--- config.mk ---
export PLATFORM = sky130hd
export DESIGN_NAME = rail_reset_ctrl
export DESIGN_NICKNAME = d
export VERILOG_FILES = /design/src/rtl/rrc_pkg.sv /design/src/rtl/rrc_sync.sv /design/src/rtl/rrc_ext_timer.sv /design/src/rtl/rrc_bank.sv /design/src/rtl/rail_reset_ctrl.sv
export SDC_FILE = /design/constraint.sdc
export NUM_CORES = 1
export LEC_CHECK = 0
export BUFFER_PORTS_ARGS = -buffer_cell sky130_fd_sc_hd__buf_4
export CORE_AREA = 5 5 145 147
export DETAILED_ROUTE_END_ITERATION = 8
export DIE_AREA = 0 0 150 152
export SLEW_MARGIN = 20
export SYNTH_ARGS = -nofsm -noshare
export SYNTH_HDL_FRONTEND = slang
export SYNTH_SLANG_ARGS = --single-unit
--- constraint.sdc ---
create_clock -name clk_i -period 7.52 [get_ports clk_i]
set_input_delay 1.88 -clock clk_i [delete_from_list [all_inputs] [get_ports clk_i]]
set_output_delay 1.88 -clock clk_i [all_outputs]
set_load 0.005 [all_outputs]
--- src/rtl/rrc_pkg.sv ---
package rrc_pkg;
  localparam int ADDR_W = 8;
  localparam int DATA_W = 16;
  localparam logic [DATA_W-1:0] DEF_BASE = 16'hC000;

  function automatic logic [DATA_W-1:0] reg_default(int idx);
    return DEF_BASE | DATA_W'(idx);
  endfunction
endpackage

--- src/rtl/rrc_sync.sv ---
// Release synchronizer: clears at once, sets after STAGES edges
module rrc_sync #(
  parameter int STAGES = 2
) (
  input  logic clk_i,
  input  logic arst_ni,
  output logic q_o
);
  logic [STAGES-1:0] chain_q;

  always_ff @(posedge clk_i or negedge arst_ni) begin
    if (!arst_ni) chain_q <= '0;
    else          chain_q <= {chain_q[STAGES-2:0], 1'b1};
  end

  assign q_o = chain_q[STAGES-1];
endmodule

--- src/rtl/rrc_ext_timer.sv ---
module rrc_ext_timer #(
  parameter int EXT_CYCLES = 2500
) (
  input  logic clk_i,
  input  logic arst_ni,
  input  logic good_i,
  output logic rst_o
);
  localparam int CW = $clog2(EXT_CYCLES + 1);
  localparam logic [CW-1:0] LAST = CW'(EXT_CYCLES - 1);

  logic [CW-1:0] cnt_q;
  logic          rst_q;

  always_ff @(posedge clk_i or negedge arst_ni) begin
    if (!arst_ni) begin
      cnt_q <= '0;
      rst_q <= 1'b1;
    end else if (!good_i) begin
      cnt_q <= '0;
      rst_q <= 1'b1;
    end else if (cnt_q == LAST) begin
      rst_q <= 1'b0;
    end else begin
      cnt_q <= cnt_q + 1'b1;
    end
  end

  assign rst_o = rst_q;
endmodule

--- src/rtl/rrc_bank.sv ---
module rrc_bank
  import rrc_pkg::*;
#(
  parameter int NUM_REGS = 8
) (
  input  logic              clk_i,
  input  logic              arst_ni,
  input  logic              hold_i,
  input  logic              we_i,
  input  logic              re_i,
  input  logic [ADDR_W-1:0] addr_i,
  input  logic [DATA_W-1:0] wdata_i,
  output logic [DATA_W-1:0] rdata_o
);
  localparam int IW = (NUM_REGS > 1) ? $clog2(NUM_REGS) : 1;

  logic [DATA_W-1:0] regs [NUM_REGS];
  logic              in_range;
  logic [IW-1:0]     idx;
  logic              soft_rst;
  logic [DATA_W-1:0] rdata_q;

  assign in_range = (int'(addr_i) < NUM_REGS);
  assign idx      = IW'(addr_i);
  assign soft_rst = we_i && (addr_i == '0);

  for (genvar g = 0; g < NUM_REGS; g++) begin : g_reg
    if (g == 0) begin : g_zero
      assign regs[g] = '0;  // address 0: command only
    end else begin : g_store
      always_ff @(posedge clk_i or negedge arst_ni) begin
        if (!arst_ni)                 regs[g] <= reg_default(g);
        else if (hold_i || soft_rst)  regs[g] <= reg_default(g);
        else if (we_i && in_range && idx == IW'(g))
                                      regs[g] <= wdata_i;
      end
    end
  end

  always_ff @(posedge clk_i or negedge arst_ni) begin
    if (!arst_ni)    rdata_q <= '0;
    else if (hold_i) rdata_q <= '0;
    else if (re_i)   rdata_q <= in_range ? regs[idx] : '0;
  end

  assign rdata_o = rdata_q;
endmodule

--- src/rtl/rail_reset_ctrl.sv ---
module rail_reset_ctrl
  import rrc_pkg::*;
#(
  parameter int EXT_CYCLES = 2500,
  parameter int NUM_REGS   = 8,
  parameter int SYNC_STG   = 2
) (
  input  logic              clk_i,
  input  logic              rail_a_good_i,
  input  logic              rail_b_good_i,
  input  logic              we_i,
  input  logic              re_i,
  input  logic [ADDR_W-1:0] addr_i,
  input  logic [DATA_W-1:0] wdata_i,
  output logic [DATA_W-1:0] rdata_o,
  output logic              rst_o
);
  localparam int NRAIL = 2;

  logic [NRAIL-1:0] rail_raw;
  logic [NRAIL-1:0] rail_sync;
  logic             por_n;
  logic             ext_rst;

  assign rail_raw = {rail_b_good_i, rail_a_good_i};
  assign por_n    = &rail_raw;

  for (genvar r = 0; r < NRAIL; r++) begin : g_rail
    rrc_sync #(.STAGES(SYNC_STG)) u_sync (
      .clk_i   (clk_i),
      .arst_ni (rail_raw[r]),
      .q_o     (rail_sync[r])
    );
  end

  rrc_ext_timer #(.EXT_CYCLES(EXT_CYCLES)) u_timer (
    .clk_i   (clk_i),
    .arst_ni (por_n),
    .good_i  (&rail_sync),
    .rst_o   (ext_rst)
  );

  rrc_bank #(.NUM_REGS(NUM_REGS)) u_bank (
    .clk_i   (clk_i),
    .arst_ni (por_n),
    .hold_i  (ext_rst),
    .we_i    (we_i),
    .re_i    (re_i),
    .addr_i  (addr_i),
    .wdata_i (wdata_i),
    .rdata_o (rdata_o)
  );

  assign rst_o = ext_rst;
endmodule

# Yosys cells after proc, flatten, opt, wreduce, memory -nomap -nowiden
# Cells that the tools add are included.
[totals]
regBits = 145
in_bits = 29
elab_cells = 71
[classes]
muxes = 24
reduce_logical = 21
magnitude_cmp = 2
n_addsub = 1
eq_ne = 10
bitwise_logic = 1
[ops]
columns = ["operator", "count"]
rows = [
  ["$mux W16", 19],
  ["$bmux W16 S3", 1],
  ["$mux W12", 2],
  ["$reduce_bool A2 Y1", 8],
  ["$add A12 B1 Y12 const B", 1],
  ["$eq A12 B12 Y1 const B", 1],
  ["$eq A3 B3 Y1 const B", 4],
  ["$logic_and A1 B1 Y1", 9],
  ["$logic_not A8 Y1", 1],
  ["$lt A8 B4 Y1 const B", 1],
  ["$eq A3 B2 Y1 const B", 2],
  ["$ge A4 B4 Y1 const B", 1],
  ["$ne A2 B2 Y1 const B", 2],
  ["$not A3 Y4", 1],
  ["$reduce_and A2 Y1", 2],
  ["$eq A3 B1 Y1 const B", 1],
  ["$mux W1", 2],
  ["$logic_or A1 B1 Y1", 1],
]

# Logic depth before layout (Yosys ltp)
# Gate-level depths: netlist of run 1.
[depth]
ltp_word = 7
ltp_mapped = 7

# Modules after synthesis
# From an unflattened synthesis of run 1, not the netlist that was laid out.
[unflattened]
cells_unflattened = 751
hier_area_um2 = 7846.3
[by_module_without_submodules]
columns = ["mod", "seq_area_each_um2", "instances", "cells_per_inst", "area_per_inst_um2"]
rows = [
  ["rrc_bank", 3235.6, 1, 675, 7044.3],
  ["rrc_ext_timer", 326.6, 1, 68, 681.9],
  ["rrc_sync", 50.0, 2, 3, 53.8],
  ["rail_reset_ctrl", 0.0, 1, 2, 12.5],
]

# Worst setup path after synthesis of run 1
# Ideal clock, no wire load.
[synth_timing]
kind = "in2reg"
from = "input addr_i[7]"
to = "register u_bank.regs[33] (netlist name)"
slack_ns = 4.160
arrival_time_ns = 3.223
required_time_ns = 7.384
path_buffers = 3
stages = 6
cell_sequence = "or4_4 > buf_6 > buf_2 > buf_2 > o31ai_1 > a21oi_1"
[synth_between]
elab_chain_cells = 4
[synth_rtl]
columns = ["item", "line_no", "source"]
rows = [
  ["start, declared", "rail_reset_ctrl.sv:13", "input logic [ADDR_W-1:0] addr_i,"],
  ["$lt A8 B4 Y1 / $logic_not A8 Y1 (equally long branches)", "rrc_bank.sv:23, rrc_bank.sv:25", ""],
  ["$logic_and A1 B1 Y1 (on tied branches)", "rrc_bank.sv:34, rrc_bank.sv:25", ""],
  ["$logic_and A1 B1 Y1 / $logic_or A1 B1 Y1 (equally long branches)", "rrc_bank.sv:34, rrc_bank.sv:33", ""],
  ["$reduce_bool A2 Y1 (no source line) / $mux W16 (equally long branches)", "n/a", ""],
  ["end signal, assigned by index", "rrc_bank.sv:32", "if (!arst_ni) regs[g] <= reg_default(g);"],
  ["end signal, assigned by index", "rrc_bank.sv:33", "else if (hold_i || soft_rst) regs[g] <= reg_default(g);"],
  ["end signal, assigned by index", "rrc_bank.sv:35", "regs[g] <= wdata_i;"],
  ["end, declared", "rrc_bank.sv:17", "logic [DATA_W-1:0] regs [NUM_REGS];"],
]
# Several ways; a longest one is shown, not always the timed one.
# A chain may end at the register's enable or synchronous reset.

# Final worst setup path of run 1
[layout_timing]
from = "input addr_i[7]"
to = "register u_bank.regs[109] (netlist name)"
# Same word-level chain as after synthesis.

==> results.sh, run 1 <==
export IMPL_cts_sinks=145
export IMPL_final_max_slew_viol_count=0
export IMPL_layout_min_cycle_time_ns=4.09
export IMPL_postRouteAntennaNets=0
export IMPL_ys_seq_area_share_pct=48.1
export IMPL_clk_insertion_delay_late_ns=0.41
export IMPL_final_cell_mix="dfrtp_1 (118), a21oi_1 (82), o31ai_1 (79)"
export IMPL_ios=46
export IMPL_htreeDepth=4
export IMPL_grt_pass1_vias=6693
export IMPL_clk_pin_slew_ns=0.06
export IMPL_grt_max_degree=88
export IMPL_crit_arrival_ns=4.36
export IMPL_clock_path_buffers=2
export IMPL_die_w_microns=150
export IMPL_ys_warnings_count=0
export IMPL_clkPwrFrac_pct=45.4
export IMPL_seqPwrFrac_pct=46.6
export IMPL_vias=6521
export IMPL_synthTopCellsByArea="dfrtp_1 (39%), dfstp_2 (9.3%), o31ai_1 (7.8%)"
export IMPL_status="finished clean"
export IMPL_synth_flop_cell="dfrtp_1"
export IMPL_endpoint_kind="register"
export IMPL_cts_tree="yes"
export IMPL_crit_family="buffers and inverters"
export IMPL_slowest_delay_ns=0.77
export IMPL_nNetsFinal=741
export IMPL_sw_frac_of_total_pct=24.6
export IMPL_cellPowerDensity_nw_per_um2=195
export IMPL_p_int_uw=1270
export IMPL_viasPerCell=6.57
export IMPL_finalWirelength_mm=23.7
export IMPL_max_freq_mhz=244
export IMPL_start_util_pct=38.5
export IMPL_crit_chain="buf_4, nor4_4, buf_4, a31o_2, buf_4, a21oi_1"
export IMPL_grt_pass1_wl_mm=37.8
export IMPL_synth_top_area_cell="dfrtp_1"
export IMPL_netlist_area_leader_share_pct=38.8
export IMPL_maxCapViolCount=0
export IMPL_synth_edf_count=0
export IMPL_dpl_hpwl_mm=12.9
export IMPL_die_h_microns=152
export IMPL_cp_common_cell="buf_4"
export IMPL_async_flop_share_pct=100
export IMPL_p_leak_uw=0.00316
export IMPL_skew_ns=0.00694
export IMPL_hold_class="register to register"
export IMPL_fin_cells=993
export IMPL_detail_route_first_pass_iterations=6
export IMPL_cts_setup_buffers=0
export IMPL_synth_seq_cells=145
export IMPL_syn_inst=724
export IMPL_grt_setup_unrepaired="no"
export IMPL_vdd_drop_max_v=0.000132
export IMPL_cts_hold_buf=0
export IMPL_critPathRequiredTime_ns=7.79
export IMPL_diodes=0
export IMPL_cp_num_buf_inv=3
export IMPL_setup_violations=0
export IMPL_place_gp_congestion=0.780
export IMPL_area_growth_pct=12.9
export IMPL_layout_drive_gt1_share_pct=22.3
export IMPL_avgSynthCellArea_sq_um=10.5
export IMPL_rows=52
export IMPL_p_sw_uw=413
export IMPL_final_common_cell="dfrtp_1"
export IMPL_syn_cell_area_sq_um=7620
export IMPL_critPathLaunchType="primary input"
export IMPL_tightest_slew_ns=1.09
export IMPL_slew_headroom_pct=27.4
export IMPL_cts_root_buf="clkbuf_16"
export IMPL_antenna_found_initial=0
export IMPL_cts_made_buffers=17
export IMPL_gr_total_overflow=0
export IMPL_final_period_utilization_pct=54.4
export IMPL_port_buffers=45
export IMPL_setup_slack_ns=3.43
export IMPL_place_inst=961
export IMPL_dp_slack_ns=3.10
export IMPL_gr_usage_all_layers_pct=20.8
export IMPL_whs_ns=0.353
export IMPL_fp_dieArea_sq_um=22800
export IMPL_critPathSlowestCell="buf_4"
export IMPL_post_drt_wl_per_cell_microns=23.8
export IMPL_drc_errors=0
export IMPL_cts_resized=0
export IMPL_critPathKind="primary input to register"
export IMPL_ys_types=54
export IMPL_hold_viol_final=0
export IMPL_fin_tns_setup_ns=0
export IMPL_final_util_pct=43.5
export IMPL_fp_coreArea_sq_um=19800
export IMPL_crit_fanout=87
export IMPL_dr_first_iter_drc_count=664
export IMPL_p_comb_share_pct=8.0
## cell type report
class	instances	area (sq um)
Clock buffer	26	499
Tap cell	270	338
Clock inverter	5	30.0
Inverter	3	11.3
Timing Repair Buffer	62	482
Sequential cell	145	3660
Fill cell	1882	11200
Multi-Input combinational cell	482	3580
## metrics by stage
| step | total power (uW) | instance area, sq um |
|---|---|---|
| floorplan | 873 | 7620 |
| global placement | 926 | 8040 |
| detailed placement | 928 | 8050 |
| CTS | 1690 | 8580 |
| global route | 1740 | 8600 |
| finish | 1680 | 8600 |
## cell families after synthesis
| logic type | count (synthesis) | share of synthesized area, % |
|---|---|---|
| xor gates and xnor gates | 3 | 0.345 |
| muxes | 33 | 7.23 |
| buffers and inverters | 98 | 5.40 |
| DFF | 145 | 48.1 |
| adders and majority gates | 1 | 0.164 |
| other | 1 | 0.0492 |
| and+or+nand+nor | 181 | 15.3 |
| AOI/OAI and AO/OA | 262 | 23.5 |
## cells in the mapped netlist, types with 2 or more instances
cell type  number
nand3b_1        2
mux2_2         16
nor2_1          4
a21oi_1        82
buf_6           2
a22o_1         12
dfstp_2        27
and3b_1         3
buf_2          17
o21bai_1        3
buf_1           9
a32o_1         16
clkbuf_1       65
a31oi_1        23
mux4_2         16
nor4_1         25
nand4_1        63
o22a_1          4
or4_1          19
nand2_1        17
inv_1           3
or3_1           2
nand2b_1       22
or2_2           2
a221o_1        15
nand3_1         7
xor2_1          2
and3_1          2
dfrtp_1       118
nor2b_1         3
o21ai_0        21
buf_4           2
o31ai_1        79
## state kept, by name, summed over array words and instances (netlist names)
name	cells
u_bank.regs	112
u_timer.rst_o	1
u_timer.cnt_q	12
u_bank.rdata_o	16
g_rail.u_sync.chain_q	4
## layer usage
layer | track usage, % | routed length [microns]
met4 | 5.58 | 219
met2 | 34.1 | 11900
met1 | 27.8 | 9850
met5 | 0 | 0
met3 | 4.89 | 1730
## power groups by stage
stage | Sequential, uW | Clock (uW) | Combinational (uW)
6_report | 784 | 763 | 134
5_1_grt | 783 | 811 | 143
4_1_cts | 784 | 778 | 131
3_5_place_dp | 797 | 0 | 131
3_3_place_gp | 797 | 0 | 129
2_1_floorplan | 797 | 0 | 76.2
## worst register-to-register path, cell delays in order (launching register included)
cell	delay, ns
dfstp_2	1.04
a31o_2	0.64
buf_4	0.48
a21oi_1	0.10
## path summary, 6_finish.rpt
check                                             from                           to  slack (ns)  cells past startpoint
min in group asynchronous                rail_a_good_i  g_rail[0].u_sync.chain_q[1]        1.24                      1
min reg2reg                g_rail[0].u_sync.chain_q[0]  g_rail[0].u_sync.chain_q[1]        0.35                      0
max reg2reg                              u_timer.rst_o             u_bank.regs[109]        5.12                      3
min                        g_rail[0].u_sync.chain_q[0]  g_rail[0].u_sync.chain_q[1]        0.35                      0
max                                          addr_i[7]             u_bank.regs[109]        3.43                      6
max in group asynchronous                rail_a_good_i              u_bank.regs[71]        4.36                      4
Note: power is estimated with default switching activity, not from simulation.
==> run 2: changes to the inputs <==
==> constraint.sdc (replaced) <==
create_clock -name clk_i -period 4.03 [get_ports clk_i]
set_input_delay 1.0075 -clock clk_i [delete_from_list [all_inputs] [get_ports clk_i]]
set_output_delay 1.0075 -clock clk_i [all_outputs]
set_load 0.005 [all_outputs]
==> run 2 against run 1 <==
Compared with the run above: clock power is 100% higher; critical path depth down 1; via count up 3.6%; critical path type unchanged; largest power group is now clock.
==> results.sh, run 2 (synthesis gave the netlist of run 1 again) <==
export IMPL_postRouteAntennaNets=0
export IMPL_maxCapViolCount=0
export IMPL_vias=6758
export IMPL_p_comb_share_pct=7.7
export IMPL_cts_tree="yes"
export IMPL_grt_max_degree=65
export IMPL_cts_made_buffers=17
export IMPL_cts_root_buf="clkbuf_16"
export IMPL_tightest_slew_ns=0.998
export IMPL_grt_pass1_wl_mm=39.4
export IMPL_cts_hold_buf=0
export IMPL_hold_class="register to register"
export IMPL_largest_register_ffs=112
export IMPL_endpoint_kind="register"
export IMPL_sw_frac_of_total_pct=25.7
export IMPL_p_leak_uw=0.00323
export IMPL_hold_viol_final=0
export IMPL_final_cell_mix="dfrtp_1 (118), a21oi_1 (82), o31ai_1 (79)"
export IMPL_area_growth_pct=14.6
export IMPL_seqPwrFrac_pct=44.6
export IMPL_p_int_uw=2440
export IMPL_final_area_sq_um=8730
export IMPL_final_common_cell="dfrtp_1"
export IMPL_nNetsFinal=754
export IMPL_slew_headroom_pct=33.4
export IMPL_crit_arrival_ns=3.08
export IMPL_critPathKind="primary input to register"
export IMPL_finalWirelength_mm=24.5
export IMPL_max_freq_mhz=366
export IMPL_cellPowerDensity_nw_per_um2=376
export IMPL_top_register="u_bank.regs"
export IMPL_critPathRequiredTime_ns=4.37
export IMPL_antenna_found_initial=0
export IMPL_viasPerCell=6.71
export IMPL_fp_dieArea_sq_um=22800
export IMPL_rows=52
export IMPL_layout_drive_gt1_share_pct=23.9
export IMPL_status="finished clean"
export IMPL_gr_usage_all_layers_pct=21.8
export IMPL_grt_setup_unrepaired="no"
export IMPL_setup_violations=0
export IMPL_layout_min_cycle_time_ns=2.73
export IMPL_clk_insertion_delay_late_ns=0.42
export IMPL_final_util_pct=44.1
export IMPL_clkPwrFrac_pct=47.7
export IMPL_p_sw_uw=842
export IMPL_final_period_utilization_pct=67.8
export IMPL_ios=46
export IMPL_clk_pin_slew_ns=0.06
export IMPL_start_util_pct=38.5
export IMPL_htreeDepth=4
export IMPL_skew_ns=0.00915
export IMPL_critPathLaunchType="primary input"
export IMPL_clock_path_buffers=2
export IMPL_grt_pass1_vias=6797
export IMPL_drc_errors=0
export IMPL_cts_sinks=145
export IMPL_fp_coreArea_sq_um=19800
export IMPL_post_drt_wl_per_cell_microns=24.3
export IMPL_port_buffers=45
export IMPL_post_dp_cell_area_sq_um=8160
export IMPL_crit_fanout=43
export IMPL_vdd_drop_max_v=0.000291
export IMPL_gr_total_overflow=0
export IMPL_cts_setup_buffers=0
export IMPL_detail_route_first_pass_iterations=5
export IMPL_dr_first_iter_drc_count=863
export IMPL_die_h_microns=152
export IMPL_final_max_slew_viol_count=0
export IMPL_cts_resized=0
export IMPL_dpl_hpwl_mm=14.3
export IMPL_diodes=0
export IMPL_place_gp_congestion=0.782
export IMPL_die_w_microns=150
export IMPL_fin_tns_setup_ns=0
==> run 2: worst paths after layout <==
kind                                             start                          end  slack (ns)  depth (start not counted)
setup / recovery                             addr_i[7]              u_bank.regs[61]        1.30                          5
max in group asynchronous                rail_a_good_i              u_bank.regs[34]        2.48                          3
setup reg to reg                         u_timer.rst_o              u_bank.regs[37]        2.13                          3
hold reg to reg            g_rail[1].u_sync.chain_q[0]  g_rail[1].u_sync.chain_q[1]        0.35                          0
min in group asynchronous                rail_b_good_i  g_rail[1].u_sync.chain_q[0]        0.36                          1
hold / removal             g_rail[1].u_sync.chain_q[0]  g_rail[1].u_sync.chain_q[1]        0.35                          0
==> run 2: per-stage QoR <==
step	cells	setup WS, ns	power [uW]	hold WS [ns]
3_3_place_gp	975	0.924	1740	0.333
6_report	1007	1.30	3280	0.350
5_1_grt	1007	1.24	3380	0.340
3_5_place_dp	975	0.895	1740	0.337
2_1_floorplan	725	0.740	1630	0.331
4_1_cts	1007	1.34	3290	0.335
==> run 2: final cells by class <==
type / instances / area, sq um
sequential: 145 / 3660
clock buffer: 20 / 437
fill: 1876 / 11000
tap: 270 / 338
timing repair buffer: 75 / 576
multi-input combinational: 482 / 3570
inverter: 3 / 11.3
clock inverter: 12 / 136
==> run 2: critical path, stage by stage <==
cell	delay, ns
buf_4	0.12
or4_4	0.79
buf_4	0.39
or4_1	0.57
a21oi_1	0.17
==> run 2: power by group through the flow <==
stage | logic, uW | registers [uW] | clock network [uW]
final | 254 | 1460 | 1560
after floorplan | 143 | 1490 | 0
after global routing | 271 | 1460 | 1640
after detailed placement | 251 | 1490 | 0
after CTS | 252 | 1460 | 1580
after global placement | 249 | 1490 | 0
==> run 2: metal layers <==
layer | up-vias | GRT usage [%] | part of all wire, %
met3 | 49 | 4.14 | 7.0
met5 | - | 0 | 0
met2 | 335 | 34.4 | 48
met1 | 3485 | 29.8 | 42
li1 | 2889 | - | -
met4 | 0 | 8.15 | 2.6
